[src/rtl/bus_seq_pkg.sv]
package bus_seq_pkg;
  typedef enum logic [2:0] {
    PH_IDLE = 3'd0,
    PH_T1   = 3'd1,
    PH_T2   = 3'd2,
    PH_T3   = 3'd3,
    PH_TW   = 3'd4,
    PH_T4   = 3'd5
  } phase_e;
endpackage

[src/rtl/bus_phase_fsm.sv]
module bus_phase_fsm
  import bus_seq_pkg::*;
(
  input  logic   clk,
  input  logic   rst,
  input  logic   req_valid,
  input  logic   bus_ready,
  output phase_e ph,
  output logic   accept,
  output logic   capture
);
  phase_e ph_nxt;

  // A new transfer may start from idle or from the closing phase.
  assign accept  = req_valid && (ph == PH_IDLE || ph == PH_T4);
  assign capture = (ph == PH_T3 || ph == PH_TW) && bus_ready;

  always_comb begin
    ph_nxt = ph;
    unique case (ph)
      PH_IDLE: ph_nxt = accept ? PH_T1 : PH_IDLE;
      PH_T1:   ph_nxt = PH_T2;
      PH_T2:   ph_nxt = PH_T3;
      PH_T3,
      PH_TW:   ph_nxt = bus_ready ? PH_T4 : PH_TW;
      PH_T4:   ph_nxt = accept ? PH_T1 : PH_IDLE;
      default: ph_nxt = PH_IDLE;
    endcase
  end

  always_ff @(posedge clk) begin
    if (rst) ph <= PH_IDLE;
    else     ph <= ph_nxt;
  end
endmodule

[src/rtl/bus_lane_mux.sv]
module bus_lane_mux
  import bus_seq_pkg::*;
#(
  parameter int ADDR_W  = 20,
  parameter int DATA_W  = 16,
  parameter int UPPER_W = ADDR_W - DATA_W
) (
  input  phase_e              ph,
  input  logic [ADDR_W-1:0]   addr,
  input  logic [DATA_W-1:0]   wdata,
  input  logic                is_write,
  input  logic                is_byte,
  input  logic                is_dma,
  output logic [DATA_W-1:0]   ad_out,
  output logic                ad_oe,
  output logic [UPPER_W-1:0]  hi_out,
  output logic                ale
);
  localparam int HALF = DATA_W / 2;

  logic              data_ph;
  logic [DATA_W-1:0] lane;

  assign data_ph = (ph == PH_T2) || (ph == PH_T3) || (ph == PH_TW) || (ph == PH_T4);

  // Steer a byte onto the half of the bus that matches address bit 0.
  always_comb begin
    if (!is_byte)     lane = wdata;
    else if (addr[0]) lane = {wdata[HALF-1:0], {HALF{1'b0}}};
    else              lane = {{HALF{1'b0}}, wdata[HALF-1:0]};
  end

  assign ale   = (ph == PH_T1);
  assign ad_oe = (ph == PH_T1) || (data_ph && is_write);

  always_comb begin
    if (ph == PH_T1)              ad_out = addr[DATA_W-1:0];
    else if (data_ph && is_write) ad_out = lane;
    else                          ad_out = '0;
  end

  always_comb begin
    if (ph == PH_T1)  hi_out = addr[ADDR_W-1:DATA_W];
    else if (data_ph) hi_out = {is_dma, {(UPPER_W-1){1'b0}}};
    else              hi_out = '0;
  end
endmodule

[src/rtl/bus_rd_capture.sv]
module bus_rd_capture #(
  parameter int DATA_W = 16
) (
  input  logic              clk,
  input  logic              rst,
  input  logic              load,
  input  logic              is_byte,
  input  logic              odd,
  input  logic [DATA_W-1:0] ad_in,
  output logic [DATA_W-1:0] rd_data
);
  localparam int HALF = DATA_W / 2;

  logic [DATA_W-1:0] shaped;

  always_comb begin
    if (!is_byte) shaped = ad_in;
    else if (odd) shaped = {{HALF{1'b0}}, ad_in[DATA_W-1:HALF]};
    else          shaped = {{HALF{1'b0}}, ad_in[HALF-1:0]};
  end

  always_ff @(posedge clk) begin
    if (rst)       rd_data <= '0;
    else if (load) rd_data <= shaped;
  end
endmodule

[src/rtl/addr_data_bus_seq.sv]
module addr_data_bus_seq
  import bus_seq_pkg::*;
#(
  parameter int ADDR_W  = 20,
  parameter int DATA_W  = 16,
  parameter int UPPER_W = ADDR_W - DATA_W
) (
  input  logic               clk,
  input  logic               rst,
  input  logic               req_valid,
  input  logic [ADDR_W-1:0]  req_addr,
  input  logic [DATA_W-1:0]  req_wdata,
  input  logic               req_write,
  input  logic               req_byte,
  input  logic               req_dma,
  output logic               req_ready,
  input  logic               bus_ready,
  input  logic [DATA_W-1:0]  ad_in,
  output logic [DATA_W-1:0]  ad_out,
  output logic               ad_oe,
  output logic [UPPER_W-1:0] hi_out,
  output logic               ale,
  output logic [DATA_W-1:0]  rd_data,
  output logic               done,
  output logic               busy
);
  phase_e             ph;
  logic               accept;
  logic               capture;
  logic [ADDR_W-1:0]  a_addr;
  logic [DATA_W-1:0]  a_wdata;
  logic               a_write;
  logic               a_byte;
  logic               a_dma;

  bus_phase_fsm u_fsm (
    .clk      (clk),
    .rst      (rst),
    .req_valid(req_valid),
    .bus_ready(bus_ready),
    .ph       (ph),
    .accept   (accept),
    .capture  (capture)
  );

  // Request fields are held for the whole transfer.
  always_ff @(posedge clk) begin
    if (rst) begin
      a_addr  <= '0;
      a_wdata <= '0;
      a_write <= 1'b0;
      a_byte  <= 1'b0;
      a_dma   <= 1'b0;
    end else if (accept) begin
      a_addr  <= req_addr;
      a_wdata <= req_wdata;
      a_write <= req_write;
      a_byte  <= req_byte;
      a_dma   <= req_dma;
    end
  end

  bus_lane_mux #(
    .ADDR_W (ADDR_W),
    .DATA_W (DATA_W),
    .UPPER_W(UPPER_W)
  ) u_mux (
    .ph      (ph),
    .addr    (a_addr),
    .wdata   (a_wdata),
    .is_write(a_write),
    .is_byte (a_byte),
    .is_dma  (a_dma),
    .ad_out  (ad_out),
    .ad_oe   (ad_oe),
    .hi_out  (hi_out),
    .ale     (ale)
  );

  bus_rd_capture #(.DATA_W(DATA_W)) u_cap (
    .clk    (clk),
    .rst    (rst),
    .load   (capture && !a_write),
    .is_byte(a_byte),
    .odd    (a_addr[0]),
    .ad_in  (ad_in),
    .rd_data(rd_data)
  );

  assign done      = (ph == PH_T4);
  assign busy      = (ph != PH_IDLE);
  assign req_ready = (ph == PH_IDLE) || (ph == PH_T4);
endmodule

[config.mk]
export PLATFORM = sky130hd
export DESIGN_NAME = addr_data_bus_seq
export DESIGN_NICKNAME = d
export VERILOG_FILES = /design/src/rtl/bus_seq_pkg.sv /design/src/rtl/bus_phase_fsm.sv /design/src/rtl/bus_lane_mux.sv /design/src/rtl/bus_rd_capture.sv /design/src/rtl/addr_data_bus_seq.sv
export SDC_FILE = /design/constraint.sdc
export NUM_CORES = 1
export LEC_CHECK = 0
export BUFFER_PORTS_ARGS = -buffer_cell sky130_fd_sc_hd__buf_2
export CORE_UTILIZATION = 29
export CTS_BUF_LIST = sky130_fd_sc_hd__clkbuf_4 sky130_fd_sc_hd__clkbuf_8
export CTS_CLUSTER_DIAMETER = 80
export DETAILED_ROUTE_END_ITERATION = 7
export SYNTH_ARGS = -nofsm -noshare
export SYNTH_HDL_FRONTEND = slang
export SYNTH_SLANG_ARGS = --single-unit
[constraint.sdc]
create_clock -name clk -period 3.1 [get_ports clk]
set_input_delay 0.465 -clock clk [delete_from_list [all_inputs] [get_ports clk]]
set_output_delay 0.465 -clock clk [all_outputs]
set_load 0.1 [all_outputs]
==> out/summary.txt, run 1 <==
r2r endpoint: u_cap.rd_data[4]
# Max-Cap Violations: 0
Design Area, Final: 3440 um2
Hold Buf Count CTS: 0
GP Congestion: 0.851
share of layout cells above drive strength 1: 29.7%
Worst path max stage delay: 0.46 ns
LEAKAGE: 1.44 nW
grt ovf: 0
row count: 33
Via density: 4.81
Setup Skew: 0.0111 ns
cell internal pwr: 1.36 mW
crit path max fanout: 24
global routing's busiest layer: met2
setup slack after layout: 0.362 ns
cells after synthesis: 331
Synth Cell Area: 2530 um2
min-delay src: req_addr[4]
hold endpoint: a_addr[4]
Die ar.: 9110 um2
cts bufs inserted: 9
max_slew headroom: 25.7%
Setup crit start kind: flip-flop
switching power: 0.801 mW
Port Buffers: 99
final period utilization: 88.3%
I/O pin total: 100
Final Max Slew Viols: 0
Final ANT Viol Nets: 0
crit-path cells: inv_1 > nor3_2 > buf_4 > or2_2 > o21ai_0 > buf_2
status: complete, no violations
router iterations before antenna repair: 4
GR Util met3: 6.30%
Area Growth Syn to Fin: 35.8%
R2R setup slack: 1.18 ns
Reg clk slew, reported paths: 0.07 ns
total wire length: 7540 um
Pwr Total: 2.16 mW
Sink Count: 58
YS warnings: 0
Max VDD drop: 218 uV
crit path DAT: 2.27 ns
required time worst endpoint: 2.63 ns
post-CTS sizing: 0
Hold Crit Depth: 3
Clock Power Share: 33.0%
sequential share of the synthesized area: 45.9%
max frequency: 365 MHz
class of the worst hold path: input pin to flip-flop
final setup TNS: 0 ns
Distinct cells, synth: 32
postcts setup bufs: 0
commonest cells after routing, fill and taps aside: 114 x nand2_1, 90 x buf_2, 58 x dfxtp_1
initial antenna violation count: 0
Die Ht: 95.4 um
via count: 2,557
Place WS: 0.532 ns
Final Non-Filler Cells: 532
Total GRT Usage: 17.5%
grt met1 use: 21.7%
cell area after placement: 3230 um2
Syn Area/Cell: 7.65 um2
# setup viols final: 0
CTS root buffer: clkbuf_8
met2 Track Usage GR: 27.1%
Crit-path slowest cell: buf_2
sequential share of power: 39.6%
DPL Wire Length: 5350 um
hold slack: 0.361 ns
H-tree depth: 3
actual slew at the worst max-slew pin: 1.11 ns
fin util: 41.2%
CP Capture Type: output pin
Net count, final: 482
Comb pwr share: 27.4%
clock buffer depth: 2
Worst R2R Path Depth: 4
DRC viols: 0
PwrDens: 628 nW/um2
wire length per cell: 14.2 um
starting density of the core: 30.3%
Switching Fraction: 37.1%
largest net degree at the start of global routing: 59
clk_lat worst skew: 0.34 ns
number of DRC markers in iteration 0: 73
commonest non-fill, non-tap cell in the layout: nand2_1
unrepaired setup endpoints after global routing: false
CORE AREA: 8340 um2
Synth Net Count: 391
flop and latch count out of synthesis: 58
antenna cells: 0
final count of hold timing violations: 0
Die W: 95.4 um
post-route minimum period: 2.74 ns
Crit Path Category: flip-flop to output pin
Cells after DPL: 516
global-route wire length before repair: 12,100 um
RR Startpoint: u_fsm.ph[2]
vias in the first global route: 2,613
CTS tree: built
[cell type report]
type | count | area (um2)
clock buffers | 10 | 138
flip-flops and latches | 58 | 1160
well taps | 105 | 131
inverters | 1 | 3.75
fillers | 885 | 4900
repair buffers | 105 | 676
multi-input cells | 247 | 1260
clock inverters | 6 | 66.3
[state kept, by name, summed over array words and instances (netlist names)]
name and count:
a_wdata 16, a_dma 1, a_write 1, a_byte 1, u_fsm.ph 3, u_cap.rd_data 16
a_addr 20
[cell families (layout without fill, tap and decap cells)]
family | after synthesis | count (layout) | synth area share [%]
AOI/OAI and AO/OA | 86 | 86 | 20.6
adders and majority gates | 1 | 1 | 0.494
DFF | 58 | 58 | 45.9
xor gates and xnor gates | 2 | 2 | 0.692
buffers and inverters | 26 | 122 | 4.65
and+or+nand+nor | 157 | 157 | 27.3
muxes | 1 | 1 | 0.395
[synthesized netlist by cell type (all sizes together)]
master  count  share of area (%)
a22o        8                2.8
a22oi       1               0.30
a21oi      52                 10
and3b       1               0.35
nor3        4               0.79
a211oi      1               0.30
inv         1               0.15
o21ai      10                2.0
o22a        1               0.35
clkbuf     16                2.4
or3         1               0.25
or2b        1               0.30
nand2b      2               0.49
a31oi       3               0.74
a21bo       1               0.40
mux2i       1               0.40
nand2     114                 17
nand3b     10                3.0
and2        4               0.99
nor2        9                1.3
a21boi      1               0.74
ha          1               0.49
buf         9                2.1
dfxtp      58                 46
a311oi      8                2.8
or2         1               0.25
or3b        1               0.44
xnor2       2               0.69
nor2b       9                2.2
[power groups by stage]
stage                     logic [mW]  registers, mW  clock network, mW
after CTS                      0.596          0.855              0.739
final                          0.592          0.855              0.713
after floorplan                0.401          0.910                  0
after global routing           0.640          0.864              0.761
after detailed placement       0.595          0.871                  0
after global placement         0.590          0.870                  0
[layer usage]
metal	part of all wire (%)	vias up
li1	-	1291
met1	45	1145
met2	44	108
met3	9.3	13
met4	2.1	0
met5	0	-
[critical path: cells and delay by family, from the launching register on]
family | cells | cell delay, ns
buf+inv | 3 | 0.86
simple gates | 2 | 0.48
flops | 1 | 0.40
compound gates | 1 | 0.21
[worst max path at each step]
stage | start | end | cells after the start
finish | u_fsm.ph[0] | ad_out[12] | 6
global route | u_fsm.ph[0] | ad_out[11] | 6
floorplan | u_fsm.ph[2] | ad_out[10] | 5
global placement | u_fsm.ph[1] | ad_out[2] | 5
detailed placement | u_fsm.ph[1] | ad_out[2] | 5
CTS | u_fsm.ph[1] | ad_out[2] | 5
Power figures use the tool's default switching activity.
==> run 2, diff against run 1 <==
--- a/config.mk
+++ b/config.mk
@@ -10,6 +10,7 @@
 export CTS_BUF_LIST = sky130_fd_sc_hd__clkbuf_4 sky130_fd_sc_hd__clkbuf_8
 export CTS_CLUSTER_DIAMETER = 80
 export DETAILED_ROUTE_END_ITERATION = 7
+export REMOVE_ABC_BUFFERS = 1
 export SYNTH_ARGS = -nofsm -noshare
 export SYNTH_HDL_FRONTEND = slang
 export SYNTH_SLANG_ARGS = --single-unit
==> run 2 against run 1 <==
  * Setup slack worse by 0.16 ns
  * Core utilization increased by 0.78 points
  * Clock power increased by 3%
  * Clock skew fell by 0.00060 ns
  * Hold slack better by 0.011 ns
  * Total power up 0.68%
  * First-iteration DRC count is 27% higher
==> out/summary.txt, run 2 (synthesized netlist as in run 1, its figures left out) <==
DPL Wire Length: 4870 um (was 5350 um)
class of the worst hold path: input pin to flip-flop (unchanged)
status: complete, no violations (unchanged)
commonest cells after routing, fill and taps aside: 114 x nand2_1, 86 x buf_2, 58 x dfxtp_1 (was 114 x nand2_1, 90 x buf_2, 58 x dfxtp_1)
commonest non-fill, non-tap cell in the layout: nand2_1 (unchanged)
post-CTS sizing: 0 (unchanged)
Crit Path Category: flip-flop to output pin (unchanged)
clk_lat worst skew: 0.32 ns (was 0.34 ns)
Final ANT Viol Nets: 0 (unchanged)
cell area after placement: 3290 um2 (was 3230 um2)
crit path max fanout: 10 (was 24)
Net count, final: 482 (unchanged)
Setup Skew: 0.0105 ns (was 0.0111 ns)
antenna cells: 0 (unchanged)
initial antenna violation count: 0 (unchanged)
Hold Buf Count CTS: 0 (unchanged)
I/O pin total: 100 (unchanged)
M1 wire length: 3180 um (was 3370 um)
Port Buffers: 99 (unchanged)
cts bufs inserted: 9 (unchanged)
cell internal pwr: 1.41 mW (was 1.36 mW)
sequential share of power: 39.3% (was 39.6%)
actual slew at the worst max-slew pin: 1.07 ns (was 1.11 ns)
crit-path cells: ha_1 > nand2_1 > nor3_1 > buf_4 > a22o_1 > buf_12 (was inv_1 > nor3_2 > buf_4 > or2_2 > o21ai_0 > buf_2)
share of layout cells above drive strength 1: 29.5% (was 29.7%)
global-route wire length before repair: 11,000 um (was 12,100 um)
crit path DAT: 2.43 ns (was 2.27 ns)
CTS tree: built (unchanged)
hold slack: 0.372 ns (was 0.361 ns)
number of DRC markers in iteration 0: 93 (was 73)
grt ovf: 0 (unchanged)
Comb pwr share: 27.1% (was 27.4%)
max_slew headroom: 28.6% (was 25.7%)
vias in the first global route: 2,376 (was 2,613)
CTS root buffer: clkbuf_8 (unchanged)
DR top layer: met4 (unchanged)
via count: 2,533 (was 2,557)
Die W: 95.4 um (unchanged)
PwrDens: 621 nW/um2 (was 628 nW/um2)
post-route minimum period: 2.90 ns (was 2.74 ns)
Area Growth Syn to Fin: 38.4% (was 35.8%)
Setup crit start kind: flip-flop (unchanged)
starting density of the core: 30.3% (unchanged)
# Max-Cap Violations: 0 (unchanged)
switching power: 0.767 mW (was 0.801 mW)
DR WL met2: 3290 um (was 3310 um)
count of buffer and inverter cells on the critical path: 2 (was 3)
Die ar.: 9110 um2 (unchanged)
# setup viols final: 0 (unchanged)
met3 WL: 435 um (was 698 um)
Reg with most FFs: a_addr (unchanged)
Die Ht: 95.4 um (unchanged)
Switching Fraction: 35.3% (was 37.1%)
clock buffer depth: 2 (unchanged)
GP Congestion: 0.750 (was 0.851)
Total GRT Usage: 15.8% (was 17.5%)
CORE AREA: 8340 um2 (unchanged)
postcts setup bufs: 0 (unchanged)
DRC viols: 0 (unchanged)
Final Max Slew Viols: 0 (unchanged)
required time worst endpoint: 2.63 ns (about the same)
Reg clk slew, reported paths: 0.07 ns (about the same)
H-tree depth: 3 (unchanged)
unrepaired setup endpoints after global routing: false (unchanged)
Sink Count: 58 (unchanged)
max frequency: 345 MHz (was 365 MHz)
Design Area, Final: 3500 um2 (was 3440 um2)
CP Capture Type: output pin (unchanged)
LEAKAGE: 1.47 nW (was 1.44 nW)
Clock Power Share: 33.6% (was 33.0%)
total wire length: 6980 um (was 7540 um)
Largest register FFs: 20 (unchanged)
Worst path max stage delay: 0.64 ns (was 0.46 ns)
router iterations before antenna repair: 4 (unchanged)
final period utilization: 93.5% (was 88.3%)
Regs by FF count: a_addr x20, a_wdata x16, u_cap.rd_data x16 (unchanged)
Crit-path slowest cell: nor3_1 (was buf_2)
wire length per cell: 13.1 um (was 14.2 um)
Via density: 4.76 (was 4.81)
final setup TNS: 0 ns (unchanged)
final count of hold timing violations: 0 (unchanged)
Max VDD drop: 167 uV (was 218 uV)
CP delay by family, top: simple AND/OR/NAND/NOR gates (was buffers and inverters)
row count: 33 (unchanged)
largest net degree at the start of global routing: 59 (unchanged)
## run 2: final timing paths
kind                               endpoint    startpoint  cells past startpoint  slack, ns
worst max-delay path              ad_out[7]   u_fsm.ph[1]                      6       0.20
worst min-delay path             a_addr[14]  req_addr[14]                      3       0.37
worst max register to register    a_addr[9]   u_fsm.ph[0]                      5       1.07
worst min register to register  a_wdata[14]   a_wdata[14]                      2       0.45
## run 2: worst reg2reg max path, cell delays in order (launching register included)
cell and delay (ns):
dfxtp_1 0.50, xnor2_1 0.18, nand3b_1 0.56, buf_4 0.46, nand2_1 0.10, a21oi_1 0.07
## run 2: layout make-up
cell class	count	area, um2
timing repair buffer	105	736
inverter	1	3.75
multi-input combinational	247	1260
tap	105	131
clock buffer	12	165
clock inverter	4	48.8
sequential	58	1160
fill	858	4840
## run 2: stage by stage
stage | worst slack, ns | instances | utilization (%) | total power, mW
after floorplan | -3.70 | 306 | - | 1.28
after global placement | 0.568 | 516 | 39.4 | 1.46
after detailed placement | 0.451 | 516 | 39.4 | 1.47
after CTS | 0.0834 | 532 | 42.0 | 2.20
after global routing | 0.00423 | 532 | 42.0 | 2.28
final | 0.201 | 532 | 42.0 | 2.17
## run 2: power groups by stage
stage               clock network (mW)  logic, mW  registers (mW)
global placement                     0      0.591           0.866
finish                           0.731      0.590           0.854
detailed placement                   0      0.597           0.870
global route                     0.786      0.636           0.862
floorplan                            0      0.359           0.921
CTS                              0.754      0.597           0.854
## run 2: per-layer routing
layer | track usage (%) | up-vias
met5 | 0 | -
met4 | 5.97 | 0
met3 | 3.27 | 7
met2 | 26.7 | 78
met1 | 19.6 | 1156
li1 | - | 1292
